$ cat config.mk
export PLATFORM = sky130hd
export DESIGN_NAME = pg_sequencer
export DESIGN_NICKNAME = d
export VERILOG_FILES = /design/src/rtl/pgs_pkg.sv /design/src/rtl/pgs_root.sv /design/src/rtl/pgs_stage_timer.sv /design/src/rtl/pg_sequencer.sv
export SDC_FILE = /design/constraint.sdc
export NUM_CORES = 1
export LEC_CHECK = 0
export BUFFER_PORTS_ARGS = -buffer_cell sky130_fd_sc_hd__buf_2
export CORE_ASPECT_RATIO = 1.1
export CORE_MARGIN = 2
export CORE_UTILIZATION = 35
export DETAILED_ROUTE_END_ITERATION = 16
export GPL_ROUTABILITY_DRIVEN = 0
export HOLD_SLACK_MARGIN = 0.05
export PLACE_DENSITY = 0.57
export SLEW_MARGIN = 10
export SYNTH_ARGS = -nofsm -noshare
export SYNTH_HDL_FRONTEND = slang
export SYNTH_SLANG_ARGS = --single-unit
$ cat constraint.sdc
create_clock -name clk -period 1.6 [get_ports clk]
set_input_delay 0.32 -clock clk [delete_from_list [all_inputs] [get_ports clk]]
set_output_delay 0.32 -clock clk [all_outputs]
set_load 0.005 [all_outputs]
$ cat src/rtl/pgs_pkg.sv
package pgs_pkg;

    // Drive state of one open-drain power-good pad
    typedef enum logic {
        PAD_FLOAT = 1'b0,
        PAD_PULL  = 1'b1
    } pad_drive_e;

    // Status carried from a stage timer to the output logic
    typedef struct packed {
        logic armed;    // predecessor active and own enable high
        logic expired;  // delay fully counted
    } stage_stat_t;

    // Width of a counter that must reach value d
    function automatic int unsigned cnt_width(input int unsigned d);
        return (d < 2) ? 1 : $clog2(d + 1);
    endfunction

    // Combine a stage status into a pad drive
    function automatic pad_drive_e stage_drive(input stage_stat_t s);
        return (s.armed && s.expired) ? PAD_PULL : PAD_FLOAT;
    endfunction

endpackage

$ cat src/rtl/pgs_root.sv
module pgs_root
    import pgs_pkg::*;
(
    input  logic       clk,
    input  logic       rst,
    input  logic       permit,
    input  logic       drain_low,
    output pad_drive_e root_drive
);

    always_comb begin
        root_drive = PAD_FLOAT;
        if (!rst && permit && drain_low)
            root_drive = PAD_PULL;
    end

    // losing the drain-low flag means the first output is floating
    p_root_drops_r6: assert property (@(posedge clk) disable iff (rst)
        (!drain_low || !permit) |-> (root_drive == PAD_FLOAT));

    // both qualifiers present means the first output pulls low
    p_root_pulls_r1: assert property (@(posedge clk) disable iff (rst)
        (permit && drain_low) |-> (root_drive == PAD_PULL));

endmodule

$ cat src/rtl/pgs_stage_timer.sv
module pgs_stage_timer
    import pgs_pkg::*;
#(
    parameter int unsigned DELAY_CYC = 16
) (
    input  logic        clk,
    input  logic        rst,
    input  logic        armed,
    output stage_stat_t stat
);

    localparam int unsigned CNT_W = cnt_width(DELAY_CYC);
    localparam logic [CNT_W-1:0] LIMIT = CNT_W'(DELAY_CYC);

    logic [CNT_W-1:0] cnt_q;

    always_ff @(posedge clk) begin
        if (rst || !armed)
            cnt_q <= '0;
        else if (cnt_q != LIMIT)
            cnt_q <= cnt_q + 1'b1;
    end

    always_comb begin
        stat.armed   = armed;
        stat.expired = (cnt_q == LIMIT);
    end

    // the counter never passes the programmed delay
    p_cnt_bounded_r2: assert property (@(posedge clk) disable iff (rst)
        cnt_q <= LIMIT);

    // a break in the arming condition restarts the count
    p_cnt_restart_r9: assert property (@(posedge clk) disable iff (rst)
        !armed |=> (cnt_q == '0));

    // expiry is only ever reached while armed on the previous edge
    p_expiry_needs_arm_r8: assert property (@(posedge clk) disable iff (rst)
        $rose(stat.expired) |-> $past(armed));

endmodule

$ cat src/rtl/pg_sequencer.sv
module pg_sequencer
    import pgs_pkg::*;
#(
    parameter int unsigned NUM_STAGES = 3,
    parameter int unsigned DELAY_CYC  = 16
) (
    input  logic                  clk,
    input  logic                  rst,
    input  logic                  permit,
    input  logic                  drain_low,
    input  logic [NUM_STAGES-2:0] stage_en,
    output logic [NUM_STAGES-1:0] pg_pull
);

    pad_drive_e drive [NUM_STAGES];

    pgs_root u_root (
        .clk        (clk),
        .rst        (rst),
        .permit     (permit),
        .drain_low  (drain_low),
        .root_drive (drive[0])
    );

    for (genvar g = 1; g < NUM_STAGES; g++) begin : g_stage
        logic        armed;
        stage_stat_t stat;

        assign armed = (drive[g-1] == PAD_PULL) && stage_en[g-1];

        pgs_stage_timer #(.DELAY_CYC(DELAY_CYC)) u_timer (
            .clk   (clk),
            .rst   (rst),
            .armed (armed),
            .stat  (stat)
        );

        assign drive[g] = stage_drive(stat);
    end

    for (genvar g = 0; g < NUM_STAGES; g++) begin : g_out
        assign pg_pull[g] = (drive[g] == PAD_PULL);
    end

    // reset holds every output floating
    p_reset_release_r7: assert property (@(posedge clk)
        rst |-> (pg_pull == '0));

    // first enable low floats all stages beyond the first
    p_en0_releases_r4: assert property (@(posedge clk) disable iff (rst)
        !stage_en[0] |-> (pg_pull[NUM_STAGES-1:1] == '0));

    // an output is only asserted while its predecessor is asserted
    p_chain_order_r3: assert property (@(posedge clk) disable iff (rst)
        (pg_pull[NUM_STAGES-1:1] & ~pg_pull[NUM_STAGES-2:0]) == '0);

    // releasing the last enable does not disturb the earlier outputs
    p_en_last_local_r5: assert property (@(posedge clk) disable iff (rst)
        ($fell(stage_en[NUM_STAGES-2]) && $stable(stage_en[NUM_STAGES-3:0])
         && $stable(permit) && $stable(drain_low))
        |-> $stable(pg_pull[NUM_STAGES-2:0]));

endmodule

==> results of run 1 <==
==> logic make-up (layout without fill, tap and decap cells) <==
| family | after synthesis | count (layout) | share of synthesized area, % |
|---|---|---|---|
| and+or+nand+nor | 24 | 24 | 29.3 |
| DFF | 10 | 10 | 39.0 |
| adders and majority gates | 4 | 4 | 9.76 |
| buffers and inverters | 5 | 22 | 4.39 |
| xor gates and xnor gates | 8 | 8 | 13.7 |
| muxes | 2 | 2 | 3.90 |
==> cells in the mapped netlist <==
master / number
and3_1: 1
nand4b_1: 1
nand2_1: 1
nor3_2: 1
and4bb_4: 1
and4bb_1: 1
xnor2_1: 4
buf_4: 1
and2_4: 1
inv_1: 4
ha_1: 4
xor2_1: 4
nor2_1: 10
nand2b_1: 1
mux2i_1: 2
nand3_1: 4
and4b_1: 1
nand3_2: 1
dfxtp_1: 10
==> metal layers <==
layer  global-route usage [%]  wire length [µm]
met1                     17.0               425
met2                     19.7               453
met3                     3.02                33
met4                     8.00                 0
met5                        0                 0
==> worst max-delay path, cell delays in order (launching register included) <==
cell	delay, ps
dfxtp_2	330
inv_2	70
ha_4	120
and4bb_4	220
and2_4	140
and3_4	170
buf_6	90
==> worst max-delay path by stage <==
| stage | end | slack (ps) | start | cells after the start |
|---|---|---|---|---|
| global placement | pg_pull[2] | 90 | g_stage[1].u_timer.cnt_q[0] | 6 |
| finish | pg_pull[2] | -110 | g_stage[1].u_timer.cnt_q[0] | 6 |
| floorplan | pg_pull[2] | 180 | g_stage[1].u_timer.cnt_q[0] | 5 |
| CTS | pg_pull[2] | -120 | g_stage[1].u_timer.cnt_q[1] | 6 |
| detailed placement | pg_pull[2] | 50 | g_stage[1].u_timer.cnt_q[0] | 6 |
| global route | pg_pull[2] | -160 | g_stage[1].u_timer.cnt_q[1] | 6 |
==> per-stage QoR <==
step	power (W)	setup TNS (ps)	area [µm²]	cells	setup slack [ps]
global route	0.000519	-169	676	86	-158
floorplan	0.000263	0	513	53	176
finish	0.000497	-108	676	86	-108
global placement	0.000271	0	588	79	86.2
detailed placement	0.000272	0	588	79	53.2
CTS	0.000504	-118	667	85	-118
==> cells in the final DEF, fill, tap and decap left out, types with 2 or more instances in the layout <==
| master | n |
|---|---|
| nand3_1 | 4 |
| clkbuf_4 | 3 |
| dfxtp_1 | 6 |
| xor2_1 | 4 |
| xnor2_1 | 4 |
| mux2i_1 | 2 |
| dfxtp_2 | 4 |
| nor2_1 | 10 |
| inv_2 | 2 |
| ha_1 | 3 |
| buf_4 | 6 |
| buf_2 | 7 |
| inv_1 | 2 |
==> area by class of cell <==
| class | instances | area (µm²) | share of cell area, % |
|---|---|---|---|
| inverter | 4 | 15.0 | 2.22 |
| sequential | 10 | 205 | 30.4 |
| clock buffer | 4 | 36.3 | 5.37 |
| tap | 16 | 20.0 | 2.96 |
| timing repair buffer | 14 | 91.3 | 13.5 |
| multi-input combinational | 38 | 308 | 45.6 |
==> timing repair <==
action,in CTS,in global routing
buffers inserted,2,1
setup endpoints to repair,2,2
resized for setup,9,1
gates cloned,0,0
pin swaps,2,0
==> power by group through the flow <==
stage | registers, W | logic [W] | clock network [W]
finish | 0.000250 | 0.0000193 | 0.000227
floorplan | 0.000256 | 0.00000747 | 0
detailed placement | 0.000256 | 0.0000163 | 0
CTS | 0.000250 | 0.0000194 | 0.000235
global placement | 0.000256 | 0.0000157 | 0
global route | 0.000250 | 0.0000222 | 0.000247
==> flow_summary.json, run 1 <==
{
  "critPathCaptureType": "primary output",
  "grt_pass1_vias": 397,
  "finClkSkew_ps": 0.669,
  "tightest_slew_ps": 186,
  "setup_viol": 1,
  "firstDrtPassIters": 2,
  "fin_nets": 81,
  "num_antenna_cells": 0,
  "drtIter0Drc": 1,
  "yosysTopAreaCellShare_pct": 39.0,
  "avgRoutedWirePerCell_um": 10.6,
  "top_register": "g_stage.u_timer.cnt_q",
  "rsz0062_at_grt": "true",
  "power.density_mw_per_mm2": 735,
  "seq_power_share_pct": 50.4,
  "cts_hold_buffers": 0,
  "maxSlewHeadroom_pct": 87.5,
  "r2r_slack_ps": 280,
  "num_vias": 404,
  "yosysSeqAreaShare_pct": 39.0,
  "yosys.area.top_type": "dfxtp_1",
  "num-fill-cells": 123,
  "core_region_area_mm2": 0.00137,
  "clock_path_buffers": 2,
  "clock_sinks": 10,
  "ant_nets": 0,
  "hold_violations": 0,
  "drc": 0,
  "clk_latency_ps": 260,
  "hp-start": "stage_en[1]",
  "min_path_type": "in -> reg",
  "drive_above_1_share_pct": 42.9,
  "drv_slew": 0,
  "fmax_ghz": 0.586,
  "required_ps": 1280,
  "start_util_pct": 37.5,
  "vdd_drop_max_mv": 0.516,
  "cts_max_level": 1,
  "grt_max_degree": 7,
  "port_buffers": 8,
  "synth_cell_type_count": 19,
  "worstHoldEndpoint": "g_stage[2].u_timer.cnt_q[0]",
  "die-area_mm2": 0.00179,
  "path_clk_slew_ps": 70,
  "leakage_nw": 0.271,
  "fp-row-count": 14,
  "period_share_pct": 107,
  "grt_usage_pct": 13.3,
  "largest_register_ffs": 10,
  "arrival_ps": 1390,
  "syn_area_per_cell_um2": 9.68,
  "synthTopCellsByArea": "dfxtp_1 (39%), ha_1 (9.8%), nor2_1 (7.3%)",
  "tritoncts": "done",
  "drv_cap": 0,
  "worstSetupPathType": "reg -> out",
  "synth_cells": 53,
  "status": "complete, but fails checks",
  "p_comb_share_pct": 3.9,
  "ios": 9,
  "yosysWarnings": 0,
  "worstSetupStartpointType": "flip-flop",
  "die_x_um": 40.5,
  "p_clk_share_pct": 45.8,
  "gr-total-overflow": 0,
  "synth_area_um2": 513,
  "fin_crit_ps": 1710,
  "reg2regPathDepth": 7,
  "fin_ws_ps": -108,
  "dp_hpwl_um": 694,
  "crit_path_max_fanout": 2,
  "antenna_found_initial": 0,
  "top_regs": "g_stage.u_timer.cnt_q (10)",
  "die_height_um": 44.2,
  "cts_made_buffers": 3,
  "switchingPower_w": 0.0000983,
  "grt_pass1_wl_um": 1590,
  "p_int_w": 0.000398,
  "reg2reg_to": "g_stage[2].u_timer.cnt_q[2]",
  "areaGrowthSynthToFinish_pct": 31.7,
  "postLayoutCoreUtil_pct": 49.5,
  "hold_depth": 3,
  "violations": "setup timing",
  "wl_um": 912,
  "p_sw_share_pct": 19.8,
  "r2r_start": "g_stage[1].u_timer.cnt_q[0]",
  "ys_ff_latch": 10,
  "cts-root-buf": "clkbuf_4",
  "vias_per_cell": 4.70,
  "fin_hold_ws_ps": 361,
  "synth_nets": 63
}
Note: power is estimated with default switching activity, not from simulation.
==> inputs of run 2 (changes only) <==
--- a/config.mk
+++ b/config.mk
@@ -6,13 +6,12 @@
 export NUM_CORES = 1
 export LEC_CHECK = 0
 export BUFFER_PORTS_ARGS = -buffer_cell sky130_fd_sc_hd__buf_2
-export CORE_ASPECT_RATIO = 1.1
-export CORE_MARGIN = 2
-export CORE_UTILIZATION = 35
+export CORE_AREA = 2 2 39 41
 export DETAILED_ROUTE_END_ITERATION = 16
+export DIE_AREA = 0 0 41 43
 export GPL_ROUTABILITY_DRIVEN = 0
 export HOLD_SLACK_MARGIN = 0.05
-export PLACE_DENSITY = 0.57
+export PLACE_DENSITY = 0.61
 export SLEW_MARGIN = 10
 export SYNTH_ARGS = -nofsm -noshare
 export SYNTH_HDL_FRONTEND = slang
==> run 2 against run 1 <==
The run still ends with setup timing left. Sequential cell count unchanged. Largest cell class unchanged. Maximum frequency barely moved. Critical endpoint unchanged. Global-route usage increased by 0.77 points. Die area down 1.4%. Combinational power grew 6%. Cell count increased by 2.3%. Highest routed layer is now met4. Clock power is essentially flat. First-iteration DRC count grew to 3.0 times the previous value. Critical path depth stayed put. Setup slack improved by 0.61 ps.
==> flow_summary.json, run 2 (same netlist as run 1, synthesis figures left out) <==
{
  "dp_hpwl_um": 600,
  "arrival_ps": 1390,
  "start_util_pct": 37.1,
  "num_antenna_cells": 0,
  "drv_slew": 0,
  "die-area_mm2": 0.00176,
  "worstSetupStartpointType": "flip-flop",
  "max_stage_delay_ps": 320,
  "fp-row-count": 14,
  "use_met2_pct": 17.8,
  "gr-total-overflow": 0,
  "ios": 9,
  "rsz0062_at_grt": "true",
  "fin_crit_ps": 1710,
  "crit_slowest_cell": "dfxtp_2",
  "fin_ws_ps": -107,
  "violations": "setup timing",
  "num_vias": 412,
  "antenna_found_initial": 0,
  "worstSetupPathType": "reg -> out",
  "vdd_drop_max_mv": 0.369,
  "avgRoutedWirePerCell_um": 10.5,
  "grt_pass1_wl_um": 1560,
  "core_region_area_mm2": 0.00138,
  "ant_nets": 0,
  "largest_register_ffs": 10,
  "power.density_mw_per_mm2": 725,
  "top_regs": "g_stage.u_timer.cnt_q (10)",
  "final_common_cell": "nor2_1",
  "finClkSkew_ps": 0.584,
  "clock_path_buffers": 2,
  "vias_per_cell": 4.68,
  "drtIter0Drc": 3,
  "tritoncts": "done",
  "required_ps": 1280,
  "port_buffers": 8,
  "crit_path_max_fanout": 2,
  "cts-root-buf": "clkbuf_4",
  "firstDrtPassIters": 3,
  "top_register": "g_stage.u_timer.cnt_q",
  "path_clk_slew_ps": 70,
  "drive_above_1_share_pct": 44.4,
  "areaGrowthSynthToFinish_pct": 34.6,
  "critPathCaptureType": "primary output",
  "fin_nets": 83,
  "fmax_ghz": 0.586,
  "cts_hold_buffers": 0,
  "cpLargestDelayFamily": "simple AND/OR/NAND/NOR gates",
  "use_met1_pct": 18.0,
  "clock_sinks": 10,
  "die_height_um": 43,
  "busiest_layer": "met1",
  "path_buf_inv": 2,
  "leakage_nw": 0.281,
  "use_met3_pct": 3.14,
  "drv_cap": 0,
  "mostFrequentLayoutCells": "nor2_1 (10), buf_4 (8), buf_2 (7), dfxtp_1 (6)",
  "grt_max_degree": 7,
  "setup_viol": 1,
  "cts_made_buffers": 3,
  "min_path_type": "in -> reg",
  "wl_um": 927,
  "tightest_slew_ps": 169,
  "place_ws_ps": 77.1,
  "period_share_pct": 107,
  "cts_max_level": 1,
  "die_x_um": 41,
  "clk_latency_ps": 260,
  "dp.cells": 79,
  "path_cells": "inv_2 > ha_4 > and4bb_4 > and2_4 > and3_4 > buf_6",
  "grt_usage_pct": 14.0,
  "maxSlewHeadroom_pct": 88.6,
  "status": "complete, but fails checks",
  "hold_violations": 0,
  "grt_pass1_vias": 380,
  "fin_cells": 88,
  "drc": 0
}
==> run 2: repair_timing <==
action	4_1_cts	5_1_grt
pin swaps	2	0
setup endpoints to repair	2	2
gates resized for setup	9	1
buffers inserted	3	2
==> run 2: path summary, 6_finish.rpt <==
path                                    start                           to  cells past startpoint  slack [ps]
hold / removal                    stage_en[1]  g_stage[2].u_timer.cnt_q[0]                      3         360
hold reg to reg   g_stage[2].u_timer.cnt_q[1]  g_stage[2].u_timer.cnt_q[1]                      2         520
setup / recovery  g_stage[1].u_timer.cnt_q[0]                   pg_pull[2]                      6        -110
setup reg to reg  g_stage[2].u_timer.cnt_q[0]  g_stage[2].u_timer.cnt_q[1]                      6         350
==> run 2: worst reg2reg max path, cell delays in order (launching register included) <==
cell and delay, ps:
dfxtp_2 330, inv_1 90, ha_1 140, and4bb_1 220, buf_4 140, mux2i_1 170, nor2_1 50
==> run 2: layout make-up <==
cell class | count | area [µm²]
fill | 137 | 693
multi-input combinational | 38 | 308
sequential | 10 | 205
timing repair buffer | 16 | 106
clock buffer | 4 | 36.3
tap | 16 | 20.0
inverter | 4 | 15.0
==> run 2: stage by stage <==
step	total power, W	cell area, µm²	hold slack [ps]	TNS [ps]	utilization [%]
3_5_place_dp	0.000272	588	523	0	42.5
4_1_cts	0.000509	674	347	-111	48.7
2_1_floorplan	0.000263	513	472	0	-
5_1_grt	0.000523	691	358	-150	49.9
6_report	0.000501	691	363	-107	49.9
3_3_place_gp	0.000271	588	493	0	42.5
==> run 2: layer usage <==
metal	wire length, µm	up-vias	part of all wire [%]
li1	-	212	-
met1	441	188	48
met2	428	10	46
met3	43	2	4.6
met4	14	0	1.5
met5	0	-	0
==> run 2: power by group <==
group	total (W)	switching, W	internal, W
registers	0.000250	0.000000482	0.000250
logic	0.0000204	0.00000919	0.0000112
clock network	0.000230	0.0000921	0.000138
total	0.000501	0.000102	0.000399
